## config.mk

```make
export PLATFORM = sky130hd
export DESIGN_NAME = flash_erase_seq
export DESIGN_NICKNAME = d
export VERILOG_FILES = /design/src/rtl/fes_pkg.sv /design/src/rtl/fes_pick.sv /design/src/rtl/fes_countdown.sv /design/src/rtl/fes_width_gen.sv /design/src/rtl/flash_erase_seq.sv
export SDC_FILE = /design/constraint.sdc
export NUM_CORES = 1
export LEC_CHECK = 0
export CAP_MARGIN = 20
export CORE_MARGIN = 2
export CORE_UTILIZATION = 35
export CTS_CLUSTER_SIZE = 28
export DETAILED_ROUTE_END_ITERATION = 12
export GPL_TIMING_DRIVEN = 0
export PLACE_DENSITY = 0.52
export SYNTH_ARGS = -nofsm -noshare
export SYNTH_HDL_FRONTEND = slang
export SYNTH_HIERARCHICAL = 1
export SYNTH_SLANG_ARGS = --single-unit
export TNS_END_PERCENT = 30
```

## constraint.sdc

```tcl
create_clock -name clk -period 12.1 [get_ports clk]
set_clock_uncertainty 0.15 [all_clocks]
set_input_delay 1.815 -clock clk [delete_from_list [all_inputs] [get_ports clk]]
set_output_delay 1.815 -clock clk [all_outputs]
set_load 0.005 [all_outputs]
```

## src/rtl/fes_pkg.sv

```systemverilog
package fes_pkg;
  typedef enum logic [2:0] {
    ST_IDLE, ST_PREW, ST_PULSE, ST_VSET, ST_VLAT, ST_VHOLD, ST_VREAD, ST_VCHK
  } seq_state_e;
  localparam logic [7:0] ERASED_BYTE = 8'hFF;
  localparam logic [7:0] PROG_BYTE   = 8'h00;
endpackage

```

## src/rtl/fes_pick.sv

```systemverilog
module fes_pick #(
  parameter int N  = 8,
  parameter int IW = (N > 1) ? $clog2(N) : 1
) (
  input  logic [N-1:0]  vec,
  output logic          any,
  output logic [IW-1:0] idx
);
  always_comb begin
    idx = '0;
    for (int i = N - 1; i >= 0; i--) begin
      if (vec[i]) idx = IW'(i);
    end
  end
  assign any = |vec;
endmodule

```

## src/rtl/fes_countdown.sv

```systemverilog
module fes_countdown #(
  parameter int CW = 8
) (
  input  logic          clk,
  input  logic          rst_n,
  input  logic          load,
  input  logic [CW-1:0] val,
  output logic          expired
);
  logic [CW-1:0] cnt;

  always_ff @(posedge clk or negedge rst_n) begin
    if (!rst_n)           cnt <= '0;
    else if (load)        cnt <= val - CW'(1);
    else if (cnt != '0)   cnt <= cnt - CW'(1);
  end
  assign expired = (cnt == '0);


  load_nonzero_chk: assert property (@(posedge clk) disable iff (!rst_n)
    load |-> (val != '0));

  count_down_chk: assert property (@(posedge clk) disable iff (!rst_n)
    (!load && cnt != '0) |=> (cnt == $past(cnt) - CW'(1)));
endmodule

```

## src/rtl/fes_width_gen.sv

```systemverilog
module fes_width_gen #(
  parameter int P0        = 16,
  parameter int DOUBLINGS = 4,
  parameter int WW        = 10
) (
  input  logic          clk,
  input  logic          rst_n,
  input  logic          restart,
  input  logic          grow,
  output logic [WW-1:0] width,
  output logic [WW-1:0] width_nx
);
  localparam int SW = $clog2(DOUBLINGS + 1);
  localparam logic [WW-1:0] WMAX = WW'(P0 << DOUBLINGS);
  logic [SW-1:0] steps;

  assign width_nx = (int'(steps) < DOUBLINGS) ? (width << 1) : width;

  always_ff @(posedge clk or negedge rst_n) begin
    if (!rst_n) begin
      width <= WW'(P0);
      steps <= '0;
    end else if (restart) begin
      width <= WW'(P0);
      steps <= '0;
    end else if (grow && int'(steps) < DOUBLINGS) begin
      width <= width_nx;
      steps <= steps + SW'(1);
    end
  end


  width_cap_chk: assert property (@(posedge clk) disable iff (!rst_n)
    width <= WMAX);

  grow_double_chk: assert property (@(posedge clk) disable iff (!rst_n)
    (grow && !restart && int'(steps) < DOUBLINGS) |=> (width == ($past(width) << 1)));
endmodule

```

## src/rtl/flash_erase_seq.sv

```systemverilog
module flash_erase_seq
  import fes_pkg::*;
#(
  parameter int NBLK      = 8,
  parameter int BLK_BYTES = 16,
  parameter int P0_CYC    = 1024,
  parameter int DOUBLINGS = 4,
  parameter int TVS1_CYC  = 8,
  parameter int TVS2_CYC  = 4,
  parameter int MAX_TRY   = 602,
  parameter bit PREWRITE  = 1'b1,
  parameter int AW        = $clog2(NBLK * BLK_BYTES)
) (
  input  logic            clk,
  input  logic            rst_n,
  input  logic            start,
  input  logic [NBLK-1:0] block_mask,
  output logic            busy,
  output logic            done,
  output logic            error,
  output logic            erase_en,
  output logic            verify_en,
  output logic            wdt_en,
  output logic [NBLK-1:0] erase_sel,
  output logic [AW-1:0]   flash_addr,
  output logic [7:0]      flash_wdata,
  output logic            flash_we,
  output logic            flash_re,
  input  logic [7:0]      flash_rdata
);
  localparam int IW   = (NBLK > 1) ? $clog2(NBLK) : 1;
  localparam int WMAX = P0_CYC << DOUBLINGS;
  localparam int WW   = $clog2(WMAX + 1);
  localparam int TMX  = (TVS1_CYC > TVS2_CYC) ? TVS1_CYC : TVS2_CYC;
  localparam int CMX  = (WMAX > TMX) ? WMAX : TMX;
  localparam int CW   = $clog2(CMX + 1);
  localparam int TW   = $clog2(MAX_TRY + 1);

  seq_state_e      state;
  logic [NBLK-1:0] mask;
  logic [IW-1:0]   cur;
  logic [AW-1:0]   addr;
  logic [TW-1:0]   tries;
  logic            done_r, err_r;

  logic [NBLK-1:0] lo_vec, hi_vec, above;
  logic            lo_any, hi_any;
  logic [IW-1:0]   lo_idx, hi_idx;
  logic            cd_load, cd_done, w_grow, w_restart;
  logic [CW-1:0]   cd_val;
  logic [WW-1:0]   width, width_nx;
  logic            at_last, byte_ok, start_ok;

  function automatic logic [AW-1:0] base_of(input logic [IW-1:0] b);
    return AW'(int'(b) * BLK_BYTES);
  endfunction

  assign lo_vec  = (state == ST_IDLE) ? block_mask : mask;
  assign above   = ({NBLK{1'b1}} << cur) << 1;
  assign hi_vec  = mask & above;
  assign at_last = (addr == base_of(cur) + AW'(BLK_BYTES - 1));
  assign byte_ok = (flash_rdata == ERASED_BYTE);
  assign start_ok = (state == ST_IDLE) && start;
  assign w_restart = start_ok;

  fes_pick #(.N(NBLK), .IW(IW)) u_lo (.vec(lo_vec), .any(lo_any), .idx(lo_idx));
  fes_pick #(.N(NBLK), .IW(IW)) u_hi (.vec(hi_vec), .any(hi_any), .idx(hi_idx));

  fes_countdown #(.CW(CW)) u_cd (
    .clk(clk), .rst_n(rst_n), .load(cd_load), .val(cd_val), .expired(cd_done));

  fes_width_gen #(.P0(P0_CYC), .DOUBLINGS(DOUBLINGS), .WW(WW)) u_wg (
    .clk(clk), .rst_n(rst_n), .restart(w_restart), .grow(w_grow),
    .width(width), .width_nx(width_nx));

  // timer loads and width growth
  always_comb begin
    cd_load = 1'b0;
    cd_val  = CW'(TVS1_CYC);
    w_grow  = 1'b0;
    unique case (state)
      ST_IDLE:  if (start && lo_any && !PREWRITE) begin cd_load = 1'b1; cd_val = CW'(P0_CYC); end
      ST_PREW:  if (at_last && !hi_any) begin cd_load = 1'b1; cd_val = CW'(P0_CYC); end
      ST_PULSE: if (cd_done) cd_load = 1'b1;
      ST_VLAT:  begin cd_load = 1'b1; cd_val = CW'(TVS2_CYC); end
      ST_VCHK: begin
        if (byte_ok && at_last && hi_any) cd_load = 1'b1;
        else if (!byte_ok && int'(tries) < MAX_TRY) begin
          cd_load = 1'b1;
          cd_val  = CW'(width_nx);
          w_grow  = 1'b1;
        end
      end
      default: ;
    endcase
  end

  always_ff @(posedge clk or negedge rst_n) begin
    if (!rst_n) begin
      state <= ST_IDLE; mask <= '0; cur <= '0; addr <= '0;
      tries <= '0; done_r <= 1'b0; err_r <= 1'b0;
    end else begin
      unique case (state)
        ST_IDLE: if (start) begin
          done_r <= !lo_any;
          err_r  <= 1'b0;
          mask   <= block_mask;
          tries  <= TW'(1);
          cur    <= lo_idx;
          addr   <= base_of(lo_idx);
          if (lo_any) state <= PREWRITE ? ST_PREW : ST_PULSE;
        end
        ST_PREW: begin
          if (!at_last) addr <= addr + AW'(1);
          else if (hi_any) begin cur <= hi_idx; addr <= base_of(hi_idx); end
          else state <= ST_PULSE;
        end
        ST_PULSE: if (cd_done) begin
          state <= ST_VSET; cur <= lo_idx; addr <= base_of(lo_idx);
        end
        ST_VSET:  if (cd_done) state <= ST_VLAT;
        ST_VLAT:  state <= ST_VHOLD;
        ST_VHOLD: if (cd_done) state <= ST_VREAD;
        ST_VREAD: state <= ST_VCHK;
        ST_VCHK: begin
          if (byte_ok) begin
            if (!at_last) begin
              addr <= addr + AW'(1); state <= ST_VLAT;
            end else begin
              mask[cur] <= 1'b0;
              if (hi_any) begin
                cur <= hi_idx; addr <= base_of(hi_idx); state <= ST_VSET;
              end else begin
                done_r <= 1'b1; state <= ST_IDLE;
              end
            end
          end else if (int'(tries) >= MAX_TRY) begin
            err_r <= 1'b1; state <= ST_IDLE;
          end else begin
            tries <= tries + TW'(1); state <= ST_PULSE;
          end
        end
        default: state <= ST_IDLE;
      endcase
    end
  end

  assign busy        = (state != ST_IDLE);
  assign done        = done_r;
  assign error       = err_r;
  assign erase_en    = (state == ST_PULSE);
  assign wdt_en      = (state == ST_PULSE);
  assign erase_sel   = mask;
  assign flash_addr  = addr;
  assign flash_we    = (state == ST_PREW) || (state == ST_VLAT);
  assign flash_wdata = (state == ST_VLAT) ? ERASED_BYTE : PROG_BYTE;
  assign flash_re    = (state == ST_VREAD);
  assign verify_en   = (state == ST_VSET) || (state == ST_VLAT) || (state == ST_VHOLD) ||
                       (state == ST_VREAD) || ((state == ST_VCHK) && byte_ok && !at_last);


  pulse_then_verify_chk: assert property (@(posedge clk) disable iff (!rst_n)
    $fell(erase_en) |-> verify_en);

  latch_data_chk: assert property (@(posedge clk) disable iff (!rst_n)
    (flash_we && verify_en) |-> (flash_wdata == ERASED_BYTE));

  tries_step_chk: assert property (@(posedge clk) disable iff (!rst_n)
    (busy && $past(busy)) |-> (tries == $past(tries) || tries == $past(tries) + TW'(1)));

  mask_shrink_chk: assert property (@(posedge clk) disable iff (!rst_n)
    (busy && $past(busy)) |-> ((erase_sel & ~$past(erase_sel)) == '0));

  done_empty_chk: assert property (@(posedge clk) disable iff (!rst_n)
    $rose(done) |-> (erase_sel == '0));

  done_sticky_chk: assert property (@(posedge clk) disable iff (!rst_n)
    (done && !start) |=> done);

  err_limit_chk: assert property (@(posedge clk) disable iff (!rst_n)
    $rose(error) |-> (int'(tries) == MAX_TRY && !done));
endmodule

```

* Yosys cells after proc, flatten, opt, wreduce, memory -nomap -nowiden
Index checks and enable logic that the tools add are counted.
** Storage, ports and cells
- Flip-flop bits (word level) :: 66
- Output and inout port bits :: 31
- Bits of input ports :: 19
** Operators by class
- Bitwise logic cells :: 3
- Equal/unequal tests :: 22
- Multiplexer cells :: 79
- Shift-type cells :: 1
- Reductions and logical operators :: 34
- Order comparisons :: 5
- $add $sub $neg :: 6
** Operator list (number)
- $mux W15 :: 7
- $mux W3 :: 32
- $pmux W15 S3 :: 1
- $mux W8 :: 5
- $mux W7 :: 5
- $mux W10 :: 3
- $sub A15 B1 Y15 const B :: 2
- $pmux W7 S4 :: 1
- $ne A2 B2 Y1 const B :: 12
- $pmux W3 S8 :: 1
- $pmux W10 S2 :: 1
- $and A8 B8 Y8 :: 2
- $pmux W8 S2 :: 1
- $reduce_and A4 Y1 :: 4
- $reduce_or A8 Y1 :: 2
- $logic_not A15 Y1 :: 1
- $reduce_bool A15 Y1 :: 1
- $mux W1 :: 14
- $eq A3 B3 Y1 const B :: 4
- $pmux W3 S4 :: 1
- $mux W11 :: 1
- $add A10 B1 Y10 const B :: 1
- $ge A10 B10 Y1 const B :: 1
- $lt A10 B10 Y1 const B :: 1
- 26 further kinds :: 46

* Depth between registers and ports, before layout
Gate-level depths: netlist of run 1.
- Depth in word-level cells :: 14
- Gate-level depth with buffers :: 19
- Depth with buffers taken out :: 13

* By module
The synthesis of run 1 kept the hierarchy.
** Modules (own cells, without submodules)
- flash_erase_seq :: area an instance 2513.7 µm², cells each 285, instances 1, sequential area each 825.8 µm²
- fes_countdown :: area an instance 1152.4 µm², cells each 117, instances 1, sequential area each 375.4 µm²
- fes_width_gen :: area an instance 992.2 µm², cells each 81, instances 1, sequential area each 451.7 µm²
- fes_pick :: area an instance 81.3 µm², cells each 13, instances 2, sequential area each 0.0 µm²

* Worst setup path before layout of run 1
No wires, ideal clock.
- Path kind :: input -> register
- Start :: input port flash_rdata[6]
- End :: register u_cd.cnt[12]
- Arrival time :: 4711 ps
- Setup slack :: 7115 ps
- Stages on the path :: 14
- Buffers on the path :: 4
- Data required time :: 11826 ps
- Cells stage by stage :: nand4_1 -> o21bai_2 -> nor2_1 -> a211o_1 -> buf_6 -> buf_2 -> buf_2 -> buf_2 -> mux2i_1 -> ha_1 -> o2111ai_2 -> nor3_2 -> xor2_1 -> a211o_1
** Between the ends
- Elaborated cells between the ends (all ways) :: 14
** RTL lines
- from (decl) :: line flash_erase_seq.sv:29 : input logic [7:0] flash_rdata
- $eq A8 B8 Y1 * :: line flash_erase_seq.sv:62 : assign byte_ok = (flash_rdata == ERASED_BYTE);
- $logic_not A1 Y1 :: line flash_erase_seq.sv:88 : else if (!byte_ok && int'(tries) < MAX_TRY) begin
- $logic_and A1 B1 Y1 :: line flash_erase_seq.sv:88
- $mux W1 :: line flash_erase_seq.sv:88
- $mux W1 * :: line flash_erase_seq.sv:87 : if (byte_ok && at_last && hi_any) cd_load = 1'b1;
- $pmux W1 S4 * :: line flash_erase_seq.sv:81 : unique case (state)
- net cd_load :: line flash_erase_seq.sv:49 : logic cd_load, cd_done, w_grow, w_restart;
- $mux W15 or $reduce_bool A2 Y1 (tied branches)
- to (signal assigned) :: line fes_countdown.sv:14 : else if (load) cnt <= val - CW'(1);
- to (signal assigned) :: line fes_countdown.sv:15 : else if (cnt != '0) cnt <= cnt - CW'(1);
- to (decl) :: line fes_countdown.sv:10 : logic [CW-1:0] cnt;
The timed path passes the listed nets; every way through them passes the cells marked *.
A chain may end at the register's enable or synchronous reset.

* Worst setup path after layout of run 1
Same ends and word-level chain as after synthesis.

==> flow_summary_export.csv, run 1 <==
group,metric,value,unit
synth,yosys_warnings,6,
place,dp_cells,737,
worst_hold_path,min_path_cells,2,
power,clock_power_share,20.8,%
clock_network,clk_latency,340,ps
place,gp_congestion,0.875,
timing,period_minus_slack,5740,ps
global_routing,first_global_vias,4016,
synth,synth_top_family_by_area,"simple AND/OR/NAND/NOR gates",
synth,synth_compound_area_share,16.4,%
synth,synth.area.top_cells,"dfrtp_1 (34%), mux2i_1 (5.2%), mux2_2 (5.1%)",
power,internal_power,0.825,mW
synth,synth_flop_cell,"dfrtp_1",
synth,synthCells,509,
worst_setup_path,crit_type,"in2reg",
synth,synth-edff-count,0,
synth,synth-async-reset-ratio,100,%
synth,yosys-top-cells-count,"dfrtp_1 (65), nor2_1 (47), nand2_1 (33), mux2i_1 (25), o21ai_0 (24)",
power,switching_share,40.8,%
global_routing,grt_max_degree,40,
synth,synthXorXnorAreaFrac,4.33,%
run,cap_violations,0,
synth,netlist_area,0.00482,sq mm
timing,final_hold_viol_count,0,
drt,ant_nets,0,
floorplanning,fp.dieW,121,microns
floorplanning,dieArea,0.0147,sq mm
clock_network,cts.clk_slew.worst_paths,60,ps
power,p_leak,2.44,nW
drt,routed-via-count,4013,
layout,diodes,0,
clock_network,cts_tree,"yes",
timing,worstMarginPinSlew,666,ps
layout,drive_above_1_share,18.2,%
synth,yosysTopAreaCell,"dfrtp_1",
drt,wl_per_cell,16.4,microns
layout,area_growth,22.3,%
synth,syn_avg_cell_area,9.47,sq um
floorplanning,top_level_ports,50,
global_routing,grt.total_usage,17.9,%
power,p_switching,0.570,mW
worst_setup_path,cp.required,12170,ps
global_routing,antenna_found_initial,0,
clock_network,postCtsSetupRepairBufs,0,
timing,fmaxAchievable,174,MHz
drt,via_per_inst,5.32,
timing,tns,0,ps
run_status,status,"completed",
drt,drc,0,
layout,final_cells,754,
synth,ys_types,83,
timing,rsz0062_at_grt,"no",
layout,nNetsFinal,597,
worst_setup_path,cp-end-kind,"register",
clock_network,root_buffer,"clkbuf_16",
drt,drt_first_iter_violations,195,
global_routing,grt-ovfl-total,0,
clock_network,cts.path.max_buffers,2,
timing,period_share,47.5,%
drt,wirelength,12.4,mm
clock_network,htree_levels,3,
timing,setup_viol,0,
timing,slew_viol_final,0,
clock_network,cts-resized-gates,0,
worst_hold_path,holdCritPathClass,"reg2reg",
power,p_seq_share,26.6,%
place,portBuffers,49,
floorplanning,core_area,0.0133,sq mm
floorplanning,rows,42,
floorplanning,initial_core_util,36.1,%
clock_network,clock-sinks,66,
worst_setup_path,rr_worst_depth,18,
synth,synthAdderAreaFrac,1.30,%
power,comb_power_share,52.5,%
power,powerDensity,237,mW/mm^2
global_routing,grt_pass1_wl,20.5,mm
worst_setup_path,crit_arrival,5810,ps
timing,slew_headroom,55.5,%
clock_network,hold_buffers,0,
synth,yosys.area_share.simple,26.2,%
worst_setup_path,path_max_fanout,10,
power,peakVddDrop,0.0893,mV
floorplanning,dieHeight,121,microns
synth,yosys-mux-area-fraction,10.9,%
worst_setup_path,cp-start-kind,"primary input",
synth,synth_top_area_share,33.7,%
drt,firstDrtPassIters,4,
synth,yosysMostFrequentCell,"dfrtp_1",
place,hpwl,9.17,mm
synth,synth-seq-cells,66,
clock_network,cts_buffers,9,
synth,synth_seq_area_share,34.3,%
-- cell usage in the layout, fill, tap and decap left out, types with 7 or more instances in the layout --
cell type	n
a211oi_1	7
a21oi_1	19
and2_1	18
buf_2	12
buf_4	12
buf_6	8
clkbuf_1	7
clkbuf_16	9
clkdlybuf4s50_1	48
dfrtp_1	65
inv_1	11
mux2_2	22
mux2i_1	25
nand2_1	33
nand2b_1	18
nand3_1	15
nor2_1	47
nor2b_1	8
nor3_1	13
nor3b_1	7
o21ai_0	24
xnor2_1	13
xor2_1	9
-- per-stage QoR --
stage | power, mW | util [%] | cell area, sq um | hold slack, ps | setup slack [ps]
floorplan | 0.889 | - | 4830 | 318 | 7110
global placement | 1.09 | 41.5 | 5540 | 317 | 6020
detailed placement | 1.10 | 41.7 | 5560 | 324 | 5990
CTS | 1.40 | 44.2 | 5890 | 338 | 6340
global route | 1.50 | 44.2 | 5900 | 370 | 6130
finish | 1.39 | 44.2 | 5900 | 332 | 6360
-- kinds of logic after synthesis --
| logic type | count (synthesis) |
|---|---|
| simple gates | 207 |
| compound gates | 109 |
| flops | 66 |
| mux | 49 |
| buf+inv | 49 |
| xor+xnor | 23 |
| fa+ha+maj | 5 |
| other cells | 1 |
-- final timing paths --
check,endpoint,startpoint,slack [ps]
max reg2reg,u_cd/cnt[12],cur[1],7200
min,error,error,330
max in group asynchronous,u_wg/width[10],rst_n,9950
min reg2reg,error,error,330
min in group asynchronous,u_wg/steps[1],rst_n,1260
max,u_cd/cnt[12],flash_rdata[6],6360
-- registers in the layout, summed over array words and instances (netlist names) --
| name | count |
|---|---|
| u_cd/cnt | 15 |
| u_wg/width | 15 |
| u_wg/steps | 3 |
| flash_addr | 7 |
| erase_sel | 8 |
| done | 1 |
| cur | 3 |
| error | 1 |
| tries | 10 |
| state | 3 |
-- cell type report --
| type | count | area, sq um |
|---|---|---|
| plain buffers | 38 | 269 |
| clock buffers | 10 | 239 |
| clock inverters | 6 | 90.1 |
| fillers | 1325 | 7450 |
| inverters | 11 | 41.3 |
| multi-input cells | 396 | 2870 |
| flip-flops and latches | 66 | 1650 |
| well taps | 176 | 220 |
| repair buffers | 51 | 520 |
-- per-layer routing --
metal / up-vias / GRT usage (%) / routed length [microns]
met5: - / 0 / 0
met4: 0 / 5.60 / 236
met1: 1942 / 22.5 / 5690
met3: 21 / 4.46 / 436
met2: 88 / 30.1 / 6020
li1: 1962 / - / -
-- power groups by stage --
stage               logic, mW  registers, mW  clock network [mW]
finish                  0.733          0.371               0.291
global route            0.812          0.383               0.308
CTS                     0.735          0.371               0.299
detailed placement      0.730          0.374                   0
global placement        0.723          0.372                   0
floorplan               0.532          0.357                   0
-- worst max-delay path, stage by stage --
cell             delay [ps]
clkdlybuf4s50_1         460
nand4_1                 240
o21bai_2                520
nor2_1                  240
a211o_1                 330
buf_6                   150
buf_2                   190
buf_2                   230
buf_2                   220
mux2i_1                 170
ha_1                    280
o2111ai_2               270
nor3_2                  320
xor2_1                  110
a211o_1                 290
No activity file was read; power rests on OpenSTA's default activity.
==> run 2: changes to the inputs <==
clock period = 5.55 ns   (was 12.1 ns; I/O delays follow)
==> results of run 2 <==
Same layout as run 1 (identical final DEF). Status: completed.
Among the figures that moved: setup slack after placement 5990 ps -> 423 ps; setup slack after layout 6360 ps -> 655 ps; hold slack 332 ps -> 278 ps; start point of the critical path flash_rdata[6] -> cur[1]; register-to-register setup slack 7200 ps -> 650 ps; total power 1.39 mW -> 3.04 mW; worst IR drop on VDD 0.0893 mV -> 0.195 mV
==> run 3: changes to the inputs <==
CAP_MARGIN = unset   (was 20)
CORE_UTILIZATION = 30   (was 35)
PLACE_DENSITY = 0.46   (was 0.52)
REMOVE_ABC_BUFFERS = 1   (was unset)
==> flow_summary_export.csv, run 3 (same netlist as run 1, synthesis figures left out) <==
group,metric,value,unit
worst_setup_path,cp-end-kind,"register",
worst_setup_path,reg2reg_slack,980,ps
layout,drive_above_1_share,13.4,%
clock_network,cts.path.max_buffers,2,
global_routing,grt_util_met2,25.5,%
worst_hold_path,holdCritPathClass,"in2async",
layout,diodes,0,
floorplanning,initial_core_util,30.6,%
global_routing,grt_busiest_layer,"met2",
global_routing,antenna_found_initial,0,
floorplanning,dieArea,0.0171,sq mm
floorplanning,rows,46,
timing,final_hold_viol_count,0,
drt,ant_nets,0,
layout,fillers,1626,
worst_setup_path,path_max_fanout,37,
layout,nNetsFinal,558,
worst_setup_path,crit_arrival,4860,ps
global_routing,grt.total_usage,15.1,%
timing,worstMarginPinSlew,1200,ps
layout,area_growth,16.6,%
layout,layout_commonest_cell,"dfrtp_1",
clock_network,clk_latency,340,ps
timing,period_share,86.4,%
place,gp_congestion,0.779,
worst_setup_path,r2r-end,"u_cd/cnt[12]",
layout,final_util,35.6,%
power,switching_share,42.1,%
drt,wirelength,12.1,mm
power,p_switching,1.19,mW
worst_setup_path,crit_type,"in2reg",
clock_network,htree_levels,3,
worst_setup_path,rr_worst_depth,10,
clock_network,clock-sinks,66,
power,internal_power,1.63,mW
layout,top_regs,"u_cd/cnt (15), u_wg/width (15), tries (10)",
timing,setup_viol,0,
floorplanning,dieHeight,131,microns
clock_network,cts_tree,"yes",
drt,via_per_inst,5.04,
global_routing,grt_max_degree,48,
drt,routed-via-count,3804,
floorplanning,fp.dieW,131,microns
drt,drt_first_iter_violations,233,
drt,wl_per_cell,16.0,microns
clock_network,cts.clk_slew.worst_paths,60,ps
drt,drc,0,
floorplanning,core_area,0.0158,sq mm
power,p_leak,2.23,nW
floorplanning,top_level_ports,50,
worst_setup_path,cp.required,5620,ps
power,powerDensity,501,mW/mm^2
power,power,2.82,mW
run_status,status,"completed",
clock_network,cts_buffers,9,
global_routing,use_met1,19.2,%
drt,firstDrtPassIters,4,
layout,final_cell_mix,"dfrtp_1 (65), clkdlybuf4s50_1 (48), nor2_1 (47), nand2_1 (33), mux2i_1 (25)",
timing,period_minus_slack,4790,ps
place,hpwl,8.56,mm
timing,tns,0,ps
power,comb_power_share,48.9,%
power,peakVddDrop,0.222,mV
clock_network,postCtsSetupRepairBufs,0,
timing,slew_headroom,19.7,%
clock_network,root_buffer,"clkbuf_16",
place,portBuffers,49,
worst_setup_path,timing.rr.start,"state[0]",
worst_setup_path,cp-start-kind,"primary input",
power,clock_power_share,19.1,%
power,p_seq_share,32.0,%
timing,fmaxAchievable,209,MHz
run,cap_violations,0,
timing,rsz0062_at_grt,"no",
global_routing,grt_use_met3,4.44,%
timing,slew_viol_final,0,
global_routing,grt_pass1_wl,20.0,mm
global_routing,first_global_vias,3847,
global_routing,grt-ovfl-total,0,
## run 3: cell count changes in the layout (fill, tap and decap cells not counted), sizes merged
| cell | delta |
|---|---|
| clkinvlp | -1 |
| bufinv | -2 |
| buf | -32 |
| clkbuf | -4 |
## run 3: power groups by stage
stage / registers [mW] / logic, mW / clock network, mW
2_1_floorplan: 0.841 / 0.991 / 0
3_3_place_gp: 0.904 / 1.38 / 0
3_5_place_dp: 0.909 / 1.39 / 0
4_1_cts: 0.902 / 1.39 / 0.557
5_1_grt: 0.937 / 1.54 / 0.581
6_report: 0.901 / 1.38 / 0.539
## run 3: critical path: stages
cell	delay [ps]
clkdlybuf4s50_1	400
nand4_1	230
o21bai_2	240
nor2_1	870
a211o_2	690
mux2i_1	300
ha_1	310
o2111ai_2	270
nor3_2	300
xor2_1	100
a211o_1	310
## run 3: per-layer routing
metal,up-vias,wire [microns]
met5,-,0
met4,0,102
met3,11,561
met2,71,5810
met1,1828,5580
li1,1894,-
## run 3: cell type report
cell class                 instances  area (sq um)  area share (%)
inverter                          11          41.3           0.734
tap                              216           270            4.81
clock buffer                      13           260            4.63
sequential                        66          1650            29.4
multi-input combinational        396          2870            51.0
timing repair buffer              50           515            9.17
clock inverter                     3          15.0           0.267
## run 3: worst max path at each step
stage,slack (ps),startpoint,endpoint,cells after the start
detailed placement,-70,flash_rdata[5],u_cd/cnt[12],11
CTS,270,flash_rdata[5],u_cd/cnt[12],11
floorplan,1380,flash_rdata[7],u_cd/cnt[12],10
global route,340,flash_rdata[5],u_cd/cnt[12],11
finish,760,flash_rdata[5],u_cd/cnt[12],11
global placement,-20,flash_rdata[5],u_cd/cnt[12],11
## run 3: what timing repair did
| action | 4_1_cts | 5_1_grt |
|---|---|---|
| hold buffers | 0 | 0 |
| endpoints found under the hold margin | 0 | 0 |
| setup endpoints to repair | 0 | 2 |
| resized for setup | 0 | 1 |
## run 3: stage by stage
step                      setup WS (ps)  instance area, sq um  hold WS (ps)  std cells
after detailed placement          -74.9                  5350           342        739
final                               757                  5620           235        755
after global placement            -19.6                  5320           338        738
after floorplan                    1380                  4560           318        473
after global routing                342                  5620           247        755
after CTS                           274                  5620           239        755
